===== src/rtl/irqc_pkg.sv =====
// Package: shared sizes and register offsets for the interrupt collector.
// Assumes byte addressing with 32-bit registers and 16-byte word blocks.
package irqc_pkg;
    localparam int WORD_W    = 32;
    localparam int NUM_WORDS = 3;
    localparam int NUM_SRC   = WORD_W * NUM_WORDS;
    localparam int VEC_W     = $clog2(NUM_SRC);
    localparam int BIT_W     = $clog2(WORD_W);
    localparam int WSEL_W    = 2;
    localparam int ADDR_W    = WSEL_W + 4;
    localparam int ID_W      = 12;

    typedef enum logic [1:0] {
        REG_STATUS = 2'd0,
        REG_MSTAT  = 2'd1,
        REG_MSET   = 2'd2,
        REG_MCLR   = 2'd3
    } reg_sel_e;
endpackage


===== src/rtl/irqc_word.sv =====
// Module: one 32-bit word of mask state.
// Updates the mask through separate set and clear strobes and produces the
// pending vector. Assumes at most one of the two strobes is high per cycle.
module irqc_word
    import irqc_pkg::*;
(
    input  logic              clk,
    input  logic              rst_n,
    input  logic [WORD_W-1:0] src_i,
    input  logic              wr_set_i,
    input  logic              wr_clr_i,
    input  logic [WORD_W-1:0] wdata_i,
    output logic [WORD_W-1:0] mask_o,
    output logic [WORD_W-1:0] pend_o
);
    logic [WORD_W-1:0] mask_q;

    // Mask register: reset to all-disabled, then write-one-to-set or write-one-to-clear.
    always_ff @(posedge clk) begin
        if (!rst_n)
            mask_q <= '1;
        else if (wr_set_i)
            mask_q <= mask_q | wdata_i;
        else if (wr_clr_i)
            mask_q <= mask_q & ~wdata_i;
    end

    // A source is pending when it is requesting and not blocked.
    always_comb pend_o = src_i & ~mask_q;

    assign mask_o = mask_q;

    p_set_r3: assert property (@(posedge clk) disable iff (!rst_n)
        wr_set_i |=> ((mask_q & $past(wdata_i)) == $past(wdata_i)) &&
                     (((mask_q ^ $past(mask_q)) & ~$past(wdata_i)) == '0));

    p_clr_r4: assert property (@(posedge clk) disable iff (!rst_n)
        (wr_clr_i && !wr_set_i) |=> ((mask_q & $past(wdata_i)) == '0) &&
                     (((mask_q ^ $past(mask_q)) & ~$past(wdata_i)) == '0));

    p_hold_r5: assert property (@(posedge clk) disable iff (!rst_n)
        (!wr_set_i && !wr_clr_i) |=> $stable(mask_q));
endmodule


===== src/rtl/irqc_pick.sv =====
// Module: next-vector priority picker.
// The highest word with a pending bit wins. Inside that word the lowest bit
// wins. Purely combinational; reports 0 when nothing is pending.
module irqc_pick
    import irqc_pkg::*;
(
    input  logic [NUM_SRC-1:0] pend_i,
    output logic [VEC_W-1:0]   vec_o,
    output logic               valid_o
);
    // Scan upward over words so a higher word overrides; scan bits downward so the lowest bit is last.
    always_comb begin
        vec_o   = '0;
        valid_o = 1'b0;
        for (int w = 0; w < NUM_WORDS; w++) begin
            if (|pend_i[w*WORD_W +: WORD_W]) begin
                valid_o = 1'b1;
                for (int b = WORD_W - 1; b >= 0; b--) begin
                    if (pend_i[w*WORD_W + b])
                        vec_o = VEC_W'(w*WORD_W + b);
                end
            end
        end
    end

    // a reported vector is always in range and is really pending.
    always_comb begin
        if (valid_o) begin
            p_vec_pending_r7: assert (pend_i[vec_o]);
        end
        else begin
            p_idle_zero_r8: assert (vec_o == '0 && pend_i == '0);
        end
    end
endmodule


===== src/rtl/irqc_id_split.sv =====
// Module: packed identifier decoder.
// Bit index comes from the low five bits. The word number is the OR of two
// three-bit fields, clamped to the last word. Combinational.
module irqc_id_split
    import irqc_pkg::*;
(
    input  logic [ID_W-1:0]   id_i,
    output logic [WSEL_W-1:0] word_o,
    output logic [BIT_W-1:0]  bit_o,
    output logic [VEC_W-1:0]  flat_o
);
    logic [2:0] raw_word;
    logic       id_unused;

    assign id_unused = id_i[8];

    // Merge the two word fields, then clamp to the implemented word range.
    always_comb begin
        raw_word = id_i[11:9] | id_i[7:5];
        bit_o    = id_i[BIT_W-1:0];
        if (raw_word > 3'(NUM_WORDS - 1))
            word_o = WSEL_W'(NUM_WORDS - 1);
        else
            word_o = raw_word[WSEL_W-1:0];
        flat_o = VEC_W'(word_o) * VEC_W'(WORD_W) + VEC_W'(bit_o);
    end

    always_comb begin
        p_word_clamp_r9: assert (word_o < WSEL_W'(NUM_WORDS));
    end
endmodule


===== src/rtl/irq_collector.sv =====
// Module: top of the three-word interrupt collector.
// Decodes a simple register bus onto per-word mask logic, drives the
// registered interrupt line and exposes the picker and identifier decoder.
// Assumes one-cycle write strobes and a combinational read path.
module irq_collector
    import irqc_pkg::*;
(
    input  logic               clk,
    input  logic               rst_n,
    input  logic [NUM_SRC-1:0] src_i,
    input  logic [ADDR_W-1:0]  bus_addr,
    input  logic               bus_wr,
    input  logic [WORD_W-1:0]  bus_wdata,
    output logic [WORD_W-1:0]  bus_rdata,
    output logic               irq_o,
    output logic [VEC_W-1:0]   next_vec_o,
    output logic               next_valid_o,
    input  logic [ID_W-1:0]    id_i,
    output logic [WSEL_W-1:0]  id_word_o,
    output logic [BIT_W-1:0]   id_bit_o,
    output logic [VEC_W-1:0]   id_flat_o
);
    logic [WSEL_W-1:0]  wsel;
    reg_sel_e           rsel;
    logic               aligned;
    logic [NUM_SRC-1:0] mask_all;
    logic [NUM_SRC-1:0] pend_all;
    logic               irq_q;

    assign wsel    = bus_addr[ADDR_W-1:4];
    assign rsel    = reg_sel_e'(bus_addr[3:2]);
    assign aligned = (bus_addr[1:0] == 2'b00);

    for (genvar w = 0; w < NUM_WORDS; w++) begin : g_word
        logic hit;
        assign hit = bus_wr && aligned && (wsel == WSEL_W'(w));
        irqc_word u_word (
            .clk      (clk),
            .rst_n    (rst_n),
            .src_i    (src_i[w*WORD_W +: WORD_W]),
            .wr_set_i (hit && rsel == REG_MSET),
            .wr_clr_i (hit && rsel == REG_MCLR),
            .wdata_i  (bus_wdata),
            .mask_o   (mask_all[w*WORD_W +: WORD_W]),
            .pend_o   (pend_all[w*WORD_W +: WORD_W])
        );
    end

    // Read mux: raw levels at status, mask bits at the other three offsets.
    always_comb begin
        bus_rdata = '0;
        for (int w = 0; w < NUM_WORDS; w++) begin
            if (aligned && wsel == WSEL_W'(w)) begin
                if (rsel == REG_STATUS)
                    bus_rdata = src_i[w*WORD_W +: WORD_W];
                else
                    bus_rdata = mask_all[w*WORD_W +: WORD_W];
            end
        end
    end

    // Interrupt line: registered OR of every pending source.
    always_ff @(posedge clk) begin
        if (!rst_n)
            irq_q <= 1'b0;
        else
            irq_q <= |pend_all;
    end

    assign irq_o = irq_q;

    irqc_pick u_pick (
        .pend_i  (pend_all),
        .vec_o   (next_vec_o),
        .valid_o (next_valid_o)
    );

    irqc_id_split u_id (
        .id_i   (id_i),
        .word_o (id_word_o),
        .bit_o  (id_bit_o),
        .flat_o (id_flat_o)
    );

    p_irq_follows_r6: assert property (@(posedge clk) disable iff (!rst_n)
        1'b1 |=> (irq_o == $past(next_valid_o)));

    p_reset_masked_r1: assert property (@(posedge clk)
        !rst_n |=> (mask_all == '1 && !irq_o));
endmodule


===== config.mk =====
export PLATFORM = sky130hd
export DESIGN_NAME = irq_collector
export DESIGN_NICKNAME = d
export VERILOG_FILES = /design/src/rtl/irqc_pkg.sv /design/src/rtl/irqc_word.sv /design/src/rtl/irqc_pick.sv /design/src/rtl/irqc_id_split.sv /design/src/rtl/irq_collector.sv
export SDC_FILE = /design/constraint.sdc
export NUM_CORES = 1
export LEC_CHECK = 0
export ABC_AREA = 0
export BUFFER_PORTS_ARGS = -buffer_cell sky130_fd_sc_hd__buf_2
export CAP_MARGIN = 20
export CORE_MARGIN = 2
export CORE_UTILIZATION = 50
export DETAILED_ROUTE_END_ITERATION = 12
export PLACE_DENSITY = 0.77
export SETUP_SLACK_MARGIN = 0.15
export SLEW_MARGIN = 20
export SYNTH_ARGS = -nofsm -noshare
export SYNTH_HDL_FRONTEND = slang
export SYNTH_HIERARCHICAL = 1
export SYNTH_SLANG_ARGS = --single-unit

===== constraint.sdc =====
create_clock -name clk -period 2.3 [get_ports clk]
set_input_delay 0.23 -clock clk [delete_from_list [all_inputs] [get_ports clk]]
set_output_delay 0.23 -clock clk [all_outputs]
set_load 0.02 [all_outputs]

* After elaboration in Yosys (flattened, before gate mapping) *
Cells that the tools add are included.

cells by class
  add/sub/neg operators = 1
  magnitude comparators = 1
  equal/unequal tests = 4
  mux-type cells = 115
  bitwise gates (word level) = 14
  reductions and logical operators = 23

operators by type and width
  kind                                                                    count
  7-bit two-way mux                                                       67
  32-bit two-way mux                                                      12
  32-bit AND                                                              6
  5-bit two-way mux                                                       32
  32-bit NOT                                                              4
  32-bit OR                                                               3
  32-bit OR reduction                                                     3
  96-bit OR reduction                                                     1
  1-bit logical AND                                                       13
  7-bit by 5-bit adder with 7-bit output                                  1
  2-bit equality test (second input constant)                             3
  2-bit zero test                                                         3
  2-bit nonzero test                                                      3
  3-bit by 2-bit > comparator with 1-bit output (second input constant)   1
  1-bit two-way mux                                                       3
  3-bit OR                                                                1
  2-bit by 1-bit equality test with 1-bit output (second input constant)  1
  2-bit two-way mux                                                       1

storage, ports and cells
  flip-flop bits (word level) = 97
  logic and storage cells = 162

* Logic depth before layout (Yosys ltp) *
Gate-level depths: netlist (run 1).

  depth in word-level cells = 101
  depth in mapped cells = 8
  depth with buffers taken out = 8

* Modules after synthesis *
Netlist (run 1), hierarchy kept.

modules (own cells, without submodules)
  module         instances  cells an instance  area an instance (sq um)
  irqc_word      3          138                1,341.3
  irq_collector  1          338                1,874.3
  irqc_pick      1          217                1,191.1
  irqc_id_split  1          15                 111.4

* Least setup slack after synthesis (run 1) *
Ideal clock, no wire load.

  path type = register to output
  start = reg (tool-made name)
  end = out next_vec_o[3]
  data arrival time = 2,194 ps
  data required time = 2,070 ps
  slack = -124 ps
  cell stages (with the launch flop) = 9
  path buffers = 0
  cells stage by stage = dfxtp_1 -> nor2b_1 -> or4_4 -> or2_4 -> o21ai_2 -> a31oi_1 -> nor3_1 -> o21bai_1 -> a211oi_1

RTL lines
  element        RTL line             text
  end, declared  irq_collector.sv:16  output logic [VEC_W-1:0] next_vec_o,

==> summary.md, run 1 <==
| Metric | Value |
|---|---|
| Cell variety after synth | `50` |
| Skew final | `0.00332 ns` |
| Post-route clock period utilization | `118%` |
| TritonCTS clock tree | `built` |
| Inst Count DP | `1417` |
| Routed len/inst | `21.1 microns` |
| Setup Viol. Count Final | `8` |
| IO buf count | `187` |
| Least-Margin Pin Slew | `0.757 ns` |
| Crit path cell chain | `nor2b_1, or4_4, nand2b_4, or3_4, a31oi_1, nor3_1, o21bai_1, a211oi_2, buf_4` |
| VDD IR-drop max | `0.521 mV` |
| Post-Synthesis Cells | `984` |
| Switching fraction of total power | `29.4%` |
| Fin Hold WS | `0.178 ns` |
| Clk buf depth | `2` |
| Yosys warnings | `6` |
| Synth Area in Compound Gates | `27.0%` |
| Synth area leaders | `dfxtp_1 27%, a221o_1 13%, nand2_1 13%` |
| Reg-to-reg critical path endpoint | `irq_o` |
| Synth cell count leaders | `244 x nand2_1, 98 x nor2b_1, 97 x dfxtp_1, 96 x a221o_1, 76 x a21oi_1` |
| Area leader, netlist | `dfxtp_1` |
| Setup CP Type | `reg2out` |
| Worst path slowest cell | `or4_4` |
| Inserted Clock Buffers | `9` |
| Initial Utilization | `51.5%` |
| HP Class | `in2reg` |
| Pwr Total | `3.89 mW` |
| Status | `finished, violations left` |
| Leakage power | `4.31 nW` |
| Post-route ant nets | `0` |
| Sequential share of power | `43.6%` |
| Pwr per Cell Area | `393 nW/um^2` |
| Cell Area, Synth | `7200 sq um` |
| Clock-pin slew on the worst setup and hold paths | `0.07 ns` |
| FF+latch count, synth | `97` |
| Total Routing Usage GR | `39.2%` |
| CTS sink cnt | `97` |
| Fin crit period | `2.72 ns` |
| Row Count | `43` |
| Simple-gate portion of the synthesized area | `34.8%` |
| Vias in the first global route | `8526` |
| Core area | `14000 sq um` |
| Post-Syn Nets | `1133` |
| Worst path required time | `2.07 ns` |
| Die W | `124 microns` |
| Largest net degree at the start of global routing | `67` |
| EDFF count, synth | `0` |
| Final HPWL DP | `21900 microns` |
| Routed WL | `30700 microns` |
| Final RePlAce weighted congestion | `1.05` |
| Count leader, synth | `nand2_1` |
| Final Hold Viols | `0` |
| Vias per cell | `6.45` |
| # IOs | `204` |
| Drt initial violations | `1196` |
| Synth async-reset ratio | `0%` |
| Hold path cells | `2` |
| Die footprint | `15400 sq um` |
| RSZ-0062 raised after global routing | `true` |
| Worst setup margin | `-0.417 ns` |
| Root Buffer | `clkbuf_16` |
| Fin nets | `1416` |
| Pre-Repair DR Iteration Count | `6` |
| Main combinational cell family by area after synthesis | `simple AND/OR/NAND/NOR gates` |
| Die Ht | `124 microns` |
| Seq/Total Area, Yosys | `27.0%` |
| Critical-path maximum fanout | `3` |
| Total gr overflow | `0` |
| Top_reg_cell synth | `dfxtp_1` |
| Failing checks | `setup timing` |
| Int Pwr | `2.74 mW` |
| Adder-cell share of the synthesized area | `0%` |
| Slew margin rel. | `49.4%` |
| Synth Area per Inst | `7.32 sq um` |
| Pre-CTS setup slack | `-0.257 ns` |
| Crit. End Element | `primary output` |
| Post-synthesis mux area share | `4.69%` |
| Share of cells above drive strength 1 | `38.4%` |
| DRC errors left | `0` |
| CP peak stage delay | `0.56 ns` |
| Non-Filler Instances | `1453` |
| Final Max Tran Viols | `0` |
| Reg2reg setup slack | `0.18 ns` |
| Hold_sp | `bus_wdata[5]` |
| Initial antenna violation count | `1` |
| Share of the synthesized area in the top cell type | `27.0%` |
| Clk pwr share | `36.7%` |
| Max-cap violations | `0` |
| Startpoint class of the critical path | `flip-flop` |
| CP arrival | `2.49 ns` |
| Reg2reg path depth | `7` |
| Xor and xnor area share after synthesis | `0%` |
| Fmax | `368 MHz` |
| Combinational cell fraction of total power | `19.8%` |
| First-pass GRT wire length | `45800 microns` |
| Total negative setup slack | `-2.21 ns` |
| CTS H-tree lvls | `3` |
| Clk_lat worst skew | `0.35 ns` |
| Synth-to-layout area growth | `37.4%` |
| Sw Pwr | `1.14 mW` |
| Via Count | `9365` |
cell families after synthesis:
family | Yosys count
and+or+nand+nor | 512
AOI/OAI and AO/OA | 256
DFF | 97
buffers and inverters | 89
muxes | 30
power by group through the flow:
stage	combinational [mW]	sequential (mW)	clock [mW]
floorplan	0.389	1.73	0
CTS	0.741	1.69	1.44
detailed placement	0.719	1.73	0
finish	0.768	1.69	1.42
global route	0.816	1.69	1.50
global placement	0.712	1.73	0
repair_timing:
item	in CTS	in global routing
pin swaps	23	18
setup buffers	13	6
hold buffers	0	0
setup endpoints to repair	8	10
gates cloned	0	0
gates resized for setup	76	32
cell type report:
class	instances	area (sq um)
Timing Repair Buffer	339	2220
Fill cell	1183	4090
Clock inverter	5	32.5
Multi-Input combinational cell	798	5120
Sequential cell	97	1980
Inverter	22	82.6
Clock buffer	11	233
Tap cell	180	225
Antenna cell	1	2.50
per-layer routing:
metal	vias up	track usage [%]	part of all wire (%)
met5	-	0	0
met4	0	15.2	3.4
met3	86	7.83	12
met2	714	62.5	45
met1	4351	52.1	40
li1	4214	-	-
worst max-delay path, delay by kind of cell, from the launching register on:
kind                   cells  cell delay [ns]
and+or+nand+nor            5             1.19
DFF                        1             0.32
buffers and inverters      1             0.17
AOI/OAI and AO/OA          3             0.45
per-stage QoR:
step,cell area (sq um),util [%]
2_1_floorplan,7210,-
6_report,9900,70.8
3_3_place_gp,9140,65.3
4_1_cts,9730,69.6
5_1_grt,9900,70.8
3_5_place_dp,9140,65.3
placed cells by master, fill, tap and decap left out, types with 17 or more instances in the layout:
cell and count:
buf_4 143, a21oi_1 76, a31oi_1 18, nor2b_1 71, mux2_2 30, nor2_1 36
nor2b_2 22, dfxtp_1 66, nand2_1 242, a221o_1 96, nor4_1 34, dfxtp_2 30
nor3_1 22, inv_1 22, buf_2 182, or3_1 17
worst max path at each step:
stage	slack [ns]	from	cells past startpoint	to
final	-0.42	flip-flop	9	next_vec_o[3]
after global routing	-0.51	flip-flop	9	next_vec_o[3]
after CTS	-0.46	flip-flop	9	next_vec_o[3]
after detailed placement	-0.26	src_i[30]	11	next_vec_o[2]
after global placement	-0.24	src_i[30]	11	next_vec_o[2]
after floorplan	0.08	flip-flop	8	next_vec_o[3]
Note: power is estimated with default switching activity, not from simulation.
==> run 2: changes to the inputs <==
--- a/config.mk
+++ b/config.mk
@@ -10,6 +10,7 @@
 export CAP_MARGIN = 20
 export CORE_MARGIN = 2
 export CORE_UTILIZATION = 50
+export CTS_BUF_LIST = sky130_fd_sc_hd__clkbuf_2 sky130_fd_sc_hd__clkbuf_4 sky130_fd_sc_hd__clkbuf_8
 export DETAILED_ROUTE_END_ITERATION = 12
 export PLACE_DENSITY = 0.77
 export SETUP_SLACK_MARGIN = 0.15
==> summary.md, run 2 (synthesis results as in run 1) <==
| Metric | Value |
|---|---|
| Status | `finished, violations left` |
| Failing checks | `setup timing` |
| Design Area, Final | `9790 sq um` |
| Share of cells above drive strength 1 | `38.7%` |
| Die W | `124 microns` |
| Final HPWL DP | `21900 microns` |
| Final Hold Viols | `0` |
| Synth-to-layout area growth | `35.9%` |
| Clock-pin slew on the worst setup and hold paths | `0.10 ns` |
| Pre-CTS setup slack | `-0.257 ns` |
| VDD IR-drop max | `0.400 mV` |
| Routed WL | `30500 microns` |
| Total Routing Usage GR | `39.0%` |
| Vias per cell | `6.41` |
| TritonCTS clock tree | `built` |
| Root Buffer | `clkbuf_8` |
| Clk_lat worst skew | `0.40 ns` |
| Final Max Tran Viols | `0` |
| Slew margin rel. | `60.9%` |
| Final RePlAce weighted congestion | `1.05` |
| Critical-path maximum fanout | `3` |
| Worst path required time | `2.07 ns` |
| Row Count | `43` |
| Crit. End Element | `primary output` |
| Fmax | `360 MHz` |
| Pwr per Cell Area | `361 nW/um^2` |
| Leakage power | `4.26 nW` |
| Initial Utilization | `51.5%` |
| IO buf count | `187` |
| Via Count | `9309` |
| Register Area | `1990 sq um` |
| Fin Hold WS | `0.130 ns` |
| FILL cells | `1196` |
| Initial antenna violation count | `1` |
| Drt initial violations | `1019` |
| Commonest non-fill, non-tap cell in the layout | `nand2_1` |
| # IOs | `204` |
| CP arrival | `2.55 ns` |
| Fin nets | `1415` |
| RSZ-0062 raised after global routing | `true` |
| Die footprint | `15400 sq um` |
| Inserted Clock Buffers | `9` |
| Pre-Repair DR Iteration Count | `8` |
| Setup CP Type | `reg2out` |
| Fin crit period | `2.78 ns` |
| Post-layout util | `70.0%` |
| Total gr overflow | `0` |
| Post-route clock period utilization | `121%` |
| First-pass GRT wire length | `45500 microns` |
| Post-CTS Hold Fix Bufs | `0` |
| Max-cap violations | `0` |
| Startpoint class of the critical path | `flip-flop` |
| Post-route ant nets | `0` |
| Multi-input gate area | `5100 sq um` |
| Die Ht | `124 microns` |
| CTS sink cnt | `97` |
| DRC errors left | `0` |
| Routed len/inst | `21.0 microns` |
| Setup Viol. Count Final | `7` |
| Largest net degree at the start of global routing | `67` |
| HP Class | `in2reg` |
| Skew final | `0.00880 ns` |
| Least-Margin Pin Slew | `0.586 ns` |
| Worst setup margin | `-0.476 ns` |
| Vias in the first global route | `8560` |
| Clk buf depth | `2` |
| Post-Place Cell Area | `9140 sq um` |
| CTS H-tree lvls | `3` |
| Pwr Total | `3.53 mW` |
| Most frequent cells in the layout | `242 x nand2_1, 182 x buf_2, 142 x buf_4` |
| Hold_sp | `bus_wdata[15]` |
| Core area | `14000 sq um` |
run 2: critical path, cell delays in order, from the launching register on:
cell,delay [ns]
dfxtp_2,0.35
nor2b_2,0.05
or4_4,0.54
or2_4,0.29
o21ai_2,0.11
a31oi_1,0.08
nor3_1,0.14
o21bai_1,0.11
a211oi_2,0.28
buf_4,0.20
run 2: area by class of cell:
| cell class | count | share of cell area [%] |
|---|---|---|
| clock buffer | 11 | 1.42 |
| inverter | 22 | 0.844 |
| multi-input combinational | 798 | 52.2 |
| antenna | 1 | 0.0256 |
| tap | 180 | 2.30 |
| clock inverter | 5 | 0.332 |
| timing repair buffer | 338 | 22.6 |
| sequential | 97 | 20.3 |
run 2: final timing paths:
path | slack (ns) | end | cells past startpoint
setup / recovery | -0.48 | next_vec_o[3] | 9
hold / removal | 0.13 | flip-flop | 2
setup reg to reg | 0.21 | irq_o | 7
hold reg to reg | 0.50 | flip-flop | 1
run 2: repair_timing:
action / in CTS / in global routing
buffers inserted: 14 / 4
resized for setup: 74 / 35
setup endpoints to repair: 8 / 10
pin swaps: 23 / 20
run 2: power by group:
group          total, mW  switching, mW  internal (mW)
Sequential          1.69        0.00603           1.69
Combinational      0.766          0.443          0.323
Clock               1.07          0.660          0.414
run 2: stage by stage:
| step | instances | setup TNS [ns] |
|---|---|---|
| after floorplan | 984 | 0 |
| after global placement | 1417 | -1.15 |
| after detailed placement | 1417 | -1.12 |
| after CTS | 1447 | -2.75 |
| after global routing | 1452 | -3.23 |
| final | 1452 | -2.56 |
run 2: routing by layer:
| metal | track usage (%) | share of wire [%] |
|---|---|---|
| met5 | 0 | 0 |
| met4 | 17.3 | 3.7 |
| met3 | 8.56 | 11 |
| met2 | 61.3 | 45 |
| met1 | 51.3 | 40 |
